<file path="src/rtl/pcu_pkg.sv">
`timescale 1ns/1ps
package pcu_pkg;

   localparam int OPC_W   = 6;
   localparam int FUNCT_W = 6;

   localparam logic [OPC_W-1:0]   OPC_SPECIAL = 6'b000000;
   localparam logic [OPC_W-1:0]   OPC_JUMP    = 6'b000010;
   localparam logic [OPC_W-1:0]   OPC_CALL    = 6'b000011;
   localparam logic [OPC_W-1:0]   OPC_BR_EQ   = 6'b000100;
   localparam logic [OPC_W-1:0]   OPC_BR_NE   = 6'b000101;
   localparam logic [FUNCT_W-1:0] FN_JREG     = 6'b001000;

   typedef enum logic [2:0] {
      FLOW_SEQ,
      FLOW_BR_EQ,
      FLOW_BR_NE,
      FLOW_JUMP,
      FLOW_CALL,
      FLOW_JREG
   } flow_e;

endpackage

</file>
<file path="src/rtl/pcu_decode.sv">
`timescale 1ns/1ps
module pcu_decode
   import pcu_pkg::*;
#(
   parameter int XLEN    = 32,
   parameter int IMM_W   = 16,
   parameter int JADDR_W = 26
) (
   input  logic [XLEN-1:0]    instr_i,
   output flow_e              flow_o,
   output logic [IMM_W-1:0]   imm_o,
   output logic [JADDR_W-1:0] jaddr_o
);

   localparam int MID_W = JADDR_W - IMM_W - FUNCT_W;

   logic [OPC_W-1:0]   opcode;
   logic [FUNCT_W-1:0] funct;
   logic [MID_W-1:0]   mid_unused;

   assign opcode  = instr_i[XLEN-1 -: OPC_W];
   assign funct   = instr_i[FUNCT_W-1:0];
   assign imm_o   = instr_i[IMM_W-1:0];
   assign jaddr_o = instr_i[JADDR_W-1:0];
   // register fields are consumed by the operand read path, not here
   assign mid_unused = instr_i[JADDR_W-1 -: MID_W];

   always_comb begin
      flow_o = FLOW_SEQ;
      unique case (opcode)
         OPC_BR_EQ:   flow_o = FLOW_BR_EQ;
         OPC_BR_NE:   flow_o = FLOW_BR_NE;
         OPC_JUMP:    flow_o = FLOW_JUMP;
         OPC_CALL:    flow_o = FLOW_CALL;
         OPC_SPECIAL: flow_o = (funct == FN_JREG) ? FLOW_JREG : FLOW_SEQ;
         default:     flow_o = FLOW_SEQ;
      endcase
   end

   logic mid_sink;
   assign mid_sink = ^mid_unused;

   logic unused_ok;
   assign unused_ok = mid_sink | 1'b1;

endmodule

</file>
<file path="src/rtl/pcu_compare.sv">
`timescale 1ns/1ps
module pcu_compare #(
   parameter int XLEN      = 32,
   parameter bit XOR_STYLE = 1'b1
) (
   input  logic [XLEN-1:0] a_i,
   input  logic [XLEN-1:0] b_i,
   output logic            eq_o
);

   generate
      if (XOR_STYLE) begin : g_xor
         logic [XLEN-1:0] diff;
         assign diff = a_i ^ b_i;
         assign eq_o = ~|diff;
      end else begin : g_direct
         assign eq_o = (a_i == b_i);
      end
   endgenerate

endmodule

</file>
<file path="src/rtl/pcu_target.sv">
`timescale 1ns/1ps
module pcu_target #(
   parameter int XLEN    = 32,
   parameter int IMM_W   = 16,
   parameter int JADDR_W = 26
) (
   input  logic [XLEN-1:0]    pc_i,
   input  logic [IMM_W-1:0]   imm_i,
   input  logic [JADDR_W-1:0] jaddr_i,
   output logic [XLEN-1:0]    seq_pc_o,
   output logic [XLEN-1:0]    br_pc_o,
   output logic [XLEN-1:0]    jmp_pc_o
);

   localparam int WORD_SH = 2;
   localparam int EXT_W   = XLEN - IMM_W - WORD_SH;
   localparam int HI_W    = XLEN - JADDR_W - WORD_SH;
   localparam logic [XLEN-1:0] STEP = XLEN'(1 << WORD_SH);

   logic [XLEN-1:0] offset_bytes;

   assign seq_pc_o     = pc_i + STEP;
   assign offset_bytes = {{EXT_W{imm_i[IMM_W-1]}}, imm_i, {WORD_SH{1'b0}}};
   assign br_pc_o      = seq_pc_o + offset_bytes;
   assign jmp_pc_o     = {seq_pc_o[XLEN-1 -: HI_W], jaddr_i, {WORD_SH{1'b0}}};

endmodule

</file>
<file path="src/rtl/pcu_pc_reg.sv">
`timescale 1ns/1ps
module pcu_pc_reg #(
   parameter int              XLEN     = 32,
   parameter logic [XLEN-1:0] RESET_PC = '0
) (
   input  logic            clk_i,
   input  logic            rst_i,
   input  logic [XLEN-1:0] d_i,
   output logic [XLEN-1:0] q_o
);

   always_ff @(posedge clk_i) begin
      if (rst_i) q_o <= RESET_PC;
      else       q_o <= d_i;
   end

endmodule

</file>
<file path="src/rtl/pc_sequencer.sv">
`timescale 1ns/1ps
module pc_sequencer
   import pcu_pkg::*;
#(
   parameter int              XLEN      = 32,
   parameter int              IMM_W     = 16,
   parameter int              REG_IDX_W = 5,
   parameter int              LINK_REG  = 31,
   parameter logic [XLEN-1:0] RESET_PC  = '0,
   parameter bit              CMP_XOR   = 1'b1
) (
   input  logic                 clk_i,
   input  logic                 rst_i,
   input  logic [XLEN-1:0]      instr_i,
   input  logic [XLEN-1:0]      rs_val_i,
   input  logic [XLEN-1:0]      rt_val_i,
   output logic [XLEN-1:0]      pc_o,
   output logic [XLEN-1:0]      next_pc_o,
   output logic                 link_we_o,
   output logic [REG_IDX_W-1:0] link_idx_o,
   output logic [XLEN-1:0]      link_data_o
);

   localparam int JADDR_W = XLEN - OPC_W;

   generate
      if (XLEN != 32) begin : g_bad_xlen
         $error("pc_sequencer: instruction format needs XLEN of 32");
      end
      if (IMM_W + 2 >= XLEN) begin : g_bad_imm
         $error("pc_sequencer: IMM_W too wide for XLEN");
      end
      if (LINK_REG >= (1 << REG_IDX_W)) begin : g_bad_link
         $error("pc_sequencer: LINK_REG does not fit REG_IDX_W");
      end
   endgenerate

   flow_e              flow;
   logic [IMM_W-1:0]   imm;
   logic [JADDR_W-1:0] jaddr;
   logic               ops_eq;
   logic [XLEN-1:0]    seq_pc;
   logic [XLEN-1:0]    br_pc;
   logic [XLEN-1:0]    jmp_pc;
   logic [XLEN-1:0]    pc_q;
   logic [XLEN-1:0]    pc_d;

   pcu_decode #(.XLEN(XLEN), .IMM_W(IMM_W), .JADDR_W(JADDR_W)) u_decode (
      .instr_i (instr_i),
      .flow_o  (flow),
      .imm_o   (imm),
      .jaddr_o (jaddr)
   );

   pcu_compare #(.XLEN(XLEN), .XOR_STYLE(CMP_XOR)) u_compare (
      .a_i  (rs_val_i),
      .b_i  (rt_val_i),
      .eq_o (ops_eq)
   );

   pcu_target #(.XLEN(XLEN), .IMM_W(IMM_W), .JADDR_W(JADDR_W)) u_target (
      .pc_i     (pc_q),
      .imm_i    (imm),
      .jaddr_i  (jaddr),
      .seq_pc_o (seq_pc),
      .br_pc_o  (br_pc),
      .jmp_pc_o (jmp_pc)
   );

   always_comb begin
      pc_d = seq_pc;
      unique case (flow)
         FLOW_BR_EQ: pc_d = ops_eq ? br_pc : seq_pc;
         FLOW_BR_NE: pc_d = ops_eq ? seq_pc : br_pc;
         FLOW_JUMP:  pc_d = jmp_pc;
         FLOW_CALL:  pc_d = jmp_pc;
         FLOW_JREG:  pc_d = rs_val_i;
         default:    pc_d = seq_pc;
      endcase
   end

   pcu_pc_reg #(.XLEN(XLEN), .RESET_PC(RESET_PC)) u_pc_reg (
      .clk_i (clk_i),
      .rst_i (rst_i),
      .d_i   (pc_d),
      .q_o   (pc_q)
   );

   assign pc_o        = pc_q;
   assign next_pc_o   = pc_d;
   assign link_we_o   = (flow == FLOW_CALL);
   assign link_idx_o  = REG_IDX_W'(LINK_REG);
   assign link_data_o = seq_pc;

endmodule

</file>
<file path="config.mk">
export PLATFORM = sky130hd
export DESIGN_NAME = pc_sequencer
export DESIGN_NICKNAME = d
export VERILOG_FILES = /design/src/rtl/pcu_pkg.sv /design/src/rtl/pcu_decode.sv /design/src/rtl/pcu_compare.sv /design/src/rtl/pcu_target.sv /design/src/rtl/pcu_pc_reg.sv /design/src/rtl/pc_sequencer.sv
export SDC_FILE = /design/constraint.sdc
export NUM_CORES = 1
export LEC_CHECK = 0
export CORE_ASPECT_RATIO = 0.6
export CORE_MARGIN = 2
export CORE_UTILIZATION = 43
export DETAILED_ROUTE_END_ITERATION = 12
export PLACE_DENSITY = 0.83
export SLEW_MARGIN = 20
export SYNTH_ARGS = -nofsm -noshare
export SYNTH_HDL_FRONTEND = slang
export SYNTH_SLANG_ARGS = --single-unit
export TNS_END_PERCENT = 30
</file>
<file path="constraint.sdc">
create_clock -name clk_i -period 4.6 [get_ports clk_i]
set_input_delay 0.69 -clock clk_i [delete_from_list [all_inputs] [get_ports clk_i]]
set_output_delay 0.69 -clock clk_i [all_outputs]
set_load 0.01 [all_outputs]
</file>
Word-level counts from Yosys, hierarchy flattened
Cells that the tools add are included.
Widths: inputs -> output; s select.
- $add $sub $neg: 2
- equal/unequal tests: 10
- mux-type cells: 5
- bitwise logic cells: 1
- reductions and logical operators: 3
- operators with widths (kind ; number):
    $pmux 32 s4 ; 1
    $mux 32 ; 2
    $add 32x3->32 const B ; 1
    $add 32x32->32 ; 1
    $reduce_or 32->1 ; 1
    $xor 32x32->32 ; 1
    $pmux 3 s5 ; 1
    $eq 6x2->1 const B ; 2
    $eq 6x3->1 const B ; 2
    $eq 3x2->1 const B ; 2
    $eq 3x3->1 const B ; 2
    $eq 6x4->1 const B ; 1
    $logic_not 6->1 ; 1
    $eq 3x1->1 const B ; 1
    $mux 3 ; 1
    $reduce_or 2->1 ; 1
- register bits: 32
- input bits: 98
- output and inout bits: 102
- logic and storage cells: 22

Depth between registers and ports, before layout
Gate-level depths: netlist of the first run.
- depth in word-level cells: 6
- mapped depth: 17
- mapped depth without buffers: 15

Cells and area by module
A second synthesis of the first run with hierarchy kept.
- cell total of the unflattened synthesis: 772
- area total of the unflattened synthesis: 6324.8 µm²
- by module, submodules not included (module ; instances ; cells each ; area each (µm²) ; seq. area each (µm²)):
    pcu_target ; 1 ; 334 ; 2391.0 ; 0.0
    pc_sequencer ; 1 ; 274 ; 2321.0 ; 0.0
    pcu_pc_reg ; 1 ; 67 ; 863.3 ; 640.6
    pcu_decode ; 1 ; 54 ; 402.9 ; 0.0
    pcu_compare ; 1 ; 43 ; 346.6 ; 0.0

Worst setup path before layout of the first run
Ideal clock, no wire load.
- kind: register to output
- start point: reg u_pc_reg.q_o[2]
- end point: out next_pc_o[31]
- arrival time: 3.507 ns
- required time: 3.910 ns
- setup slack: 0.403 ns
- cell stages (with the launch flop): 18
- buffers on the path: 2
- path through: dfxtp_1 ha_1 nand3_1 or2_2 buf_2 nor3_1 nand2_1 xnor2_1 ha_1 clkbuf_1 a21oi_1 o211ai_1 a21oi_1 nor2_1 a21oi_1 xor2_1 o22ai_1 nor3_1
- longest elaborated chain between the ends: 4
- elaborated cells between the ends (all ways): 5
- those cells by class: 2 x add/sub; 3 x mux
- ends and longest elaborated chain (item ; RTL line ; text):
    start: declaration ; pcu_pc_reg.sv:9 ; output logic [XLEN-1:0] q_o
    start signal: assignment ; pcu_pc_reg.sv:14 ; else q_o <= d_i;
    $add 32x3->32 (*) ; pcu_target.sv:22 ; assign seq_pc_o = pc_i + STEP;
    via link_data_o[20] ; pc_sequencer.sv:21 ; output logic [XLEN-1:0] link_data_o
    $add 32x32->32 (*) ; pcu_target.sv:24 ; assign br_pc_o = seq_pc_o + offset_bytes;
    $mux 32, on equally long branches ; pc_sequencer.sv:74, pc_sequencer.sv:73 ;
    $pmux 32 s4 (*) ; pc_sequencer.sv:72 ; unique case (flow)
    end: declaration ; pc_sequencer.sv:18 ; output logic [XLEN-1:0] next_pc_o,
The timed path passes the listed nets; every way through them passes the cells marked *.

Worst setup path after layout of the first run
- start point: reg u_pc_reg.q_o[7]
- end point: out next_pc_o[25]
- longest elaborated chain between the ends: 4
- elaborated cells between the ends (all ways): 5
- those cells by class: 2 x add/sub; 3 x mux
- ends and longest elaborated chain (item ; RTL line):
    $add 32x3->32 (*) ; pcu_target.sv:22
    $add 32x32->32 ; pcu_target.sv:24
    $mux 32, on equally long branches ; pc_sequencer.sv:74, pc_sequencer.sv:73
    $pmux 32 s4 (*) ; pc_sequencer.sv:72
Every way passes the cells marked *; elsewhere a longest branch is shown, timed or not.

==> flow_summary.ini, run 1 <==
[outcome]
status = finished clean

[finish]
largest_register_ffs = 32
largest_register = u_pc_reg.q_o
regArea_um2 = 642
syn_to_final_growth_pct = 73.6
top_regs = u_pc_reg.q_o: 32 flops
multi_input_area_mm2 = 0.00386
fill_cells = 691
drive_above_1_share_pct = 23.4
fin_cells = 944
antenna_cells = 0
nNetsFinal = 941

[sta]
relSlewSlack_pct = 65.9
max_slew.worst_pin.slew_ps = 504
rsz0062_at_grt = true
setup_ws_ps = 11.2
post-route-min-period_ps = 4590
max_freq_mhz = 218
finalHoldViolCount = 0
slew_viol_final = 0
holdWs_ps = 659
finalSetupViolations = 0
fin_skew_ps = 5.16
fin_crit_sh_pct = 99.8

[worst_setup_path]
cpPeakStageDelay_ps = 390
worstSetupPathType = reg2out
crit_path_top_delay_cell = dfxtp_1
cp_cell_sequence = nand4_1, or2_4, nor2_1, xor2_1, ha_1, a211oi_2, nor2_1, nor4_2, o41ai_2, a31oi_2, buf_4, xnor2_1, a221o_2, dlygate4sd2_1
crit_arrival_ps = 3900
critPathMostFrequentCell = nor2_1
ff2ff_setup_slack_ps = 1020
start_kind = flop
cp-end-kind = primary output
crit_fanout = 6
required_ps = 3910

[synth]
synthArstFlopShare_pct = 0
syn_avg_cell_area_um2 = 8.18
yosys_warnings = 0
syn_inst = 533
synth_edf_count = 0
ys_types = 72
syn_area_mm2 = 0.00436
ys_seq_elements = 32
synth_ff_type = dfxtp_1
yosysSeqAreaShare_pct = 14.7

[global_routing]
antenna_found_initial = 0
grt_start_max_net_pins = 34
grt_pass1_vias = 5242
grt_pass1_wl_mm = 28.6
grtUsageTotal_pct = 34.0
overflow = 0

[placed_design]
place_congestion = 0.979
dp_hpwl_mm = 15.7
io_buffers = 194
dpl_worst_slack_ps = -157
dpl.cell_count = 925

[power]
powerDensity_mw_per_mm2 = 147
ir_drop_v = 0.000126
p_leak_nw = 3.40
report.power.total_mw = 1.12

[cts]
numCtsBuffers = 5
cts_tree = built
clock_sinks = 32
insertion_delay_ps = 280
htree_levels = 2
root_buffer = clkbuf_16
path_clk_slew_ps = 60
ctsLongestPathBuffers = 2

[die]
std_cell_rows = 28
initial_core_util_pct = 44.3
io_pins = 200
die_w_um = 134
die-area_mm2 = 0.0110
core_mm2 = 0.00984
fp.dieH_um = 82

[hold_path]
hp-class = reg2reg

[routing]
first_pass_iters = 6
first_iter_violations = 549
num_vias = 5576
viasPerCell = 5.91
ant_nets = 0
drc = 0
drt-total-wl_mm = 20.1
avgRoutedWirePerCell_um = 21.3

[run]
maxCapViolations = 0
## worst paths after layout
check / to / startpoint / depth (start not counted)
max: next_pc_o[25] / u_pc_reg.q_o[7] / 14
min: u_pc_reg.q_o[0] / u_pc_reg.q_o[0] / 2
max reg2reg: u_pc_reg.q_o[25] / u_pc_reg.q_o[7] / 14
min reg2reg: u_pc_reg.q_o[0] / u_pc_reg.q_o[0] / 2
## layout by cell type, fill, tap and decap left out, drive strengths merged, types with 3 or more instances in the layout
cell / n
a211oi: 6
a21o: 11
a21oi: 31
a221o: 23
a222oi: 3
a22o: 25
a22oi: 3
a31oi: 7
and2: 9
and2b: 11
and3: 5
and4: 4
buf: 98
clkbuf: 8
clkdlybuf4s50: 180
conb: 5
dfxtp: 32
dlygate4sd2: 4
dlymetal6s2s: 8
ha: 34
inv: 11
nand2: 34
nand3: 16
nand4: 17
nor2: 33
nor2b: 20
nor3: 8
nor3b: 3
nor4: 13
o2111ai: 3
o211ai: 6
o21a: 7
o21ai: 20
o21bai: 3
xnor2: 33
xor2: 50
## metrics by stage
step | instance area (um^2) | TNS, ps | util, %
after detailed placement | 7010 | -2100 | 71.2
after global placement | 7010 | -1140 | 71.2
after global routing | 7570 | -544 | 76.9
after CTS | 7310 | -125 | 74.2
final | 7570 | 0 | 76.9
after floorplan | 4380 | 0 | -
## cells by family (layout without fill, tap and decap cells)
| kind of cell | after synthesis | after routing | synth area share, % |
|---|---|---|---|
| muxes | 3 | 3 | 0.918 |
| buffers and inverters | 39 | 311 | 4.76 |
| adders and majority gates | 35 | 35 | 10.2 |
| other | 1 | 5 | 0.0860 |
| AOI/OAI and AO/OA | 158 | 158 | 27.8 |
| and+or+nand+nor | 182 | 182 | 24.4 |
| DFF | 32 | 32 | 14.7 |
| xor gates and xnor gates | 83 | 83 | 17.1 |
## where the power goes
group	internal (mW)	total [mW]	switching, mW
clock network	0.214	0.350	0.136
registers	0.285	0.292	0.00751
logic	0.251	0.474	0.223
total	0.749	1.12	0.366
## worst max-delay path, delay by kind of cell, from the launching register on
family / cells / cell delay (ps)
AO/OA/AOI/OAI: 4 / 1020
XOR/XNOR: 2 / 350
adder cells (fa/ha/maj): 1 / 350
buffers and inverters: 2 / 450
flip-flops: 1 / 390
AND/OR/NAND/NOR: 5 / 1040
## cell usage after synthesis, drive strengths merged, types with 7 or more instances
cell type / number / area (um^2)
a21o: 11 / 82.6
a221o: 23 / 239
xor2: 50 / 438
nand2: 34 / 130
nor2: 33 / 124
xnor2: 33 / 308
ha: 34 / 425
nand3: 16 / 80.1
a31oi: 7 / 50.1
nand4: 17 / 128
and2: 9 / 58.8
a22o: 25 / 219
nor4: 13 / 111
nor2b: 20 / 125
a21oi: 31 / 163
and2b: 11 / 82.6
o21ai: 20 / 108
o21a: 7 / 52.6
dfxtp: 32 / 641
buf: 20 / 136
inv: 11 / 41.3
nor3: 8 / 45.0
clkbuf: 8 / 30.0
## cell type report
class                      count  area share [%]
clock inverter                 2           0.132
multi-input combinational    466            51.0
tap                          135            2.23
sequential                    32            8.48
timing repair buffer         292            35.8
inverter                      11           0.545
clock buffer                   6            1.83
## repair_timing
| item | in CTS | in global routing |
|---|---|---|
| pin swaps | 7 | 10 |
| hold buffers | 0 | 0 |
| resized for setup | 29 | 49 |
| setup endpoints to repair | 30 | 20 |
| setup buffers | 4 | 7 |
| cloned | 0 | 0 |
## per-layer routing
layer | vias up | share of wire (%) | track usage [%]
li1 | 2551 | - | -
met1 | 2626 | 44 | 46.6
met2 | 355 | 43 | 53.1
met3 | 44 | 11 | 8.27
met4 | 0 | 2.3 | 9.47
met5 | - | 0 | 0
(Power assumes the default switching activity.)
==> run 2: changes to the inputs <==
Settings changed: SETUP_SLACK_MARGIN from default to 0.05.
==> run 2 against run 1 <==
Net effect: register-to-register slack better by 30 ps; die area unchanged; worst hold slack better by 1.6 ps; sequential share of layout area down 0.19 points; clock-buffer cell count unchanged; final cell count up 0.64%; wire length up 2.0%; worst setup slack better by 25 ps; largest power group unchanged.
==> flow_summary.ini, run 2 (synthesis results as in run 1) <==
[outcome]
status = finished clean

[power]
powerDensity_mw_per_mm2 = 145
power_frac_clock_pct = 31.1
intPower_mw = 0.754
combPwrFrac_pct = 43.0
ir_drop_v = 0.000128
p_leak_nw = 3.42
pwr-share-seq_pct = 25.9
switching_power_mw = 0.373
switching_share_pct = 33.1

[worst_setup_path]
crit_arrival_ps = 3870
start_kind = flop
path_delay_family = compound AO/OA/AOI/OAI gates
crit-reg2reg-capture = u_pc_reg.q_o[26]
path_buf_inv = 3
critPathMostFrequentCell = buf_4
worstSetupPathType = reg2out
ff2ff_setup_slack_ps = 1050
cp_cell_sequence = ha_2, nand3_1, or2_4, nor2_2, xor2_2, buf_4, ha_1, a211oi_2, nor2_1, nor4_2, o41ai_2, a31oi_2, buf_4, xnor2_1, a221o_2, dlygate4sd2_1
cp-end-kind = primary output
crit_fanout = 6
required_ps = 3910
crit_path_top_delay_cell = a221o_2
r2r-start = u_pc_reg.q_o[2]
reg2regPathDepth = 16
cpPeakStageDelay_ps = 370

[die]
std_cell_rows = 28
die-area_mm2 = 0.0110
core_mm2 = 0.00984
fp.dieH_um = 82
die_w_um = 134
initial_core_util_pct = 44.3
io_pins = 200

[routing]
num_vias = 5682
first_iter_violations = 474
ant_nets = 0
drt-total-wl_mm = 20.5
drc = 0
viasPerCell = 5.98
avgRoutedWirePerCell_um = 21.6
first_pass_iters = 5

[placed_design]
place_congestion = 0.979
io_buffers = 194
dp_hpwl_mm = 15.7

[global_routing]
overflow = 0
grt_pass1_wl_mm = 29.0
grt_start_max_net_pins = 34
antenna_found_initial = 0
grt_pass1_vias = 5312
grtUsageTotal_pct = 34.5

[hold_path]
min_to = u_pc_reg.q_o[0]
hold_depth = 2
hp-start = u_pc_reg.q_o[0]
hp-class = reg2reg

[finish]
largest_register_ffs = 32
fill_cells = 650
antenna_cells = 0
syn_to_final_growth_pct = 78.0
final_cell_mix = clkdlybuf4s50_1 (178), buf_4 (101), xor2_1 (43), nand2_1 (32), dfxtp_1 (30)
largest_register = u_pc_reg.q_o
nNetsFinal = 947
top_regs = u_pc_reg.q_o: 32 flops
layout_commonest_cell = clkdlybuf4s50_1
final_util_pct = 78.8
drive_above_1_share_pct = 26.5

[sta]
slew_viol_final = 0
fin_crit_sh_pct = 99.2
post-route-min-period_ps = 4560
holdWs_ps = 660
finalHoldViolCount = 0
fin_skew_ps = 4.75
max_slew.worst_pin.slew_ps = 553
max_freq_mhz = 219
finalSetupViolations = 0
rsz0062_at_grt = true
relSlewSlack_pct = 62.7
setup_tns_ps = 0

[cts]
insertion_delay_ps = 290
htree_levels = 2
clock_sinks = 32
cts_tree = built
root_buffer = clkbuf_16
numCtsBuffers = 5
hold_buffers = 0
ctsLongestPathBuffers = 2
path_clk_slew_ps = 60

[run]
maxCapViolations = 0
[run 2: routing by layer]
metal | GRT usage, % | vias to the layer above | share of wire [%]
met5 | 0 | - | 0
met4 | 9.57 | 0 | 3.2
met3 | 8.21 | 65 | 11
met2 | 54.7 | 375 | 43
met1 | 46.9 | 2687 | 43
li1 | - | 2555 | -
[run 2: stage by stage]
step / instance area, um^2 / std cells / total power, mW / setup WS (ps)
6_report: 7760 / 950 / 1.13 / 36.2
5_1_grt: 7760 / 950 / 1.16 / -118
4_1_cts: 7370 / 937 / 1.10 / -81.8
3_5_place_dp: 7010 / 925 / 0.739 / -157
3_3_place_gp: 7010 / 925 / 0.733 / -75.1
2_1_floorplan: 4380 / 537 / 0.488 / 403
[run 2: worst reg2reg max path, delay by kind of cell (launching register included)]
| kind | cells | cell delay [ps] |
|---|---|---|
| fa+ha+maj | 2 | 500 |
| simple gates | 5 | 870 |
| compound gates | 4 | 900 |
| buf+inv | 3 | 500 |
| flops | 1 | 330 |
| xor+xnor | 2 | 350 |
[run 2: power groups by stage]
stage	sequential, mW	combinational [mW]	clock (mW)
after floorplan	0.302	0.186	0
after global placement	0.297	0.436	0
after detailed placement	0.297	0.441	0
after CTS	0.292	0.454	0.352
after global routing	0.293	0.509	0.363
final	0.292	0.484	0.350
[run 2: how the worst max path moves through the flow]
stage,start,end,slack (ps),depth (start not counted)
6_report,u_pc_reg.q_o[2],next_pc_o[25],40,16
4_1_cts,u_pc_reg.q_o[3],next_pc_o[28],-80,16
3_5_place_dp,rs_val_i[31],next_pc_o[9],-160,12
3_3_place_gp,rs_val_i[31],next_pc_o[23],-80,11
2_1_floorplan,u_pc_reg.q_o[2],next_pc_o[31],400,17
5_1_grt,u_pc_reg.q_o[2],next_pc_o[25],-120,16
[run 2: timing repair]
action	in CTS	in global routing
endpoints found under the setup margin	30	21
hold endpoints to repair	0	0
buffers inserted	4	13
pin swaps	10	36
resized for setup	47	69
[run 2: layout make-up]
class / count / area [um^2] / share of cell area, %
clock buffer: 6 / 139 / 1.79
tap: 135 / 169 / 2.18
multi-input combinational: 466 / 4020 / 51.7
sequential: 32 / 643 / 8.29
timing repair buffer: 298 / 2740 / 35.4
inverter: 11 / 41.3 / 0.532
clock inverter: 2 / 10.0 / 0.129
==> run 3: changes to the inputs <==
Settings changed: CAP_MARGIN from default to 20, GPL_TIMING_DRIVEN from default to 1.
==> results of run 3 <==
No change in the layout: final DEF, timing and power equal those of run 2.
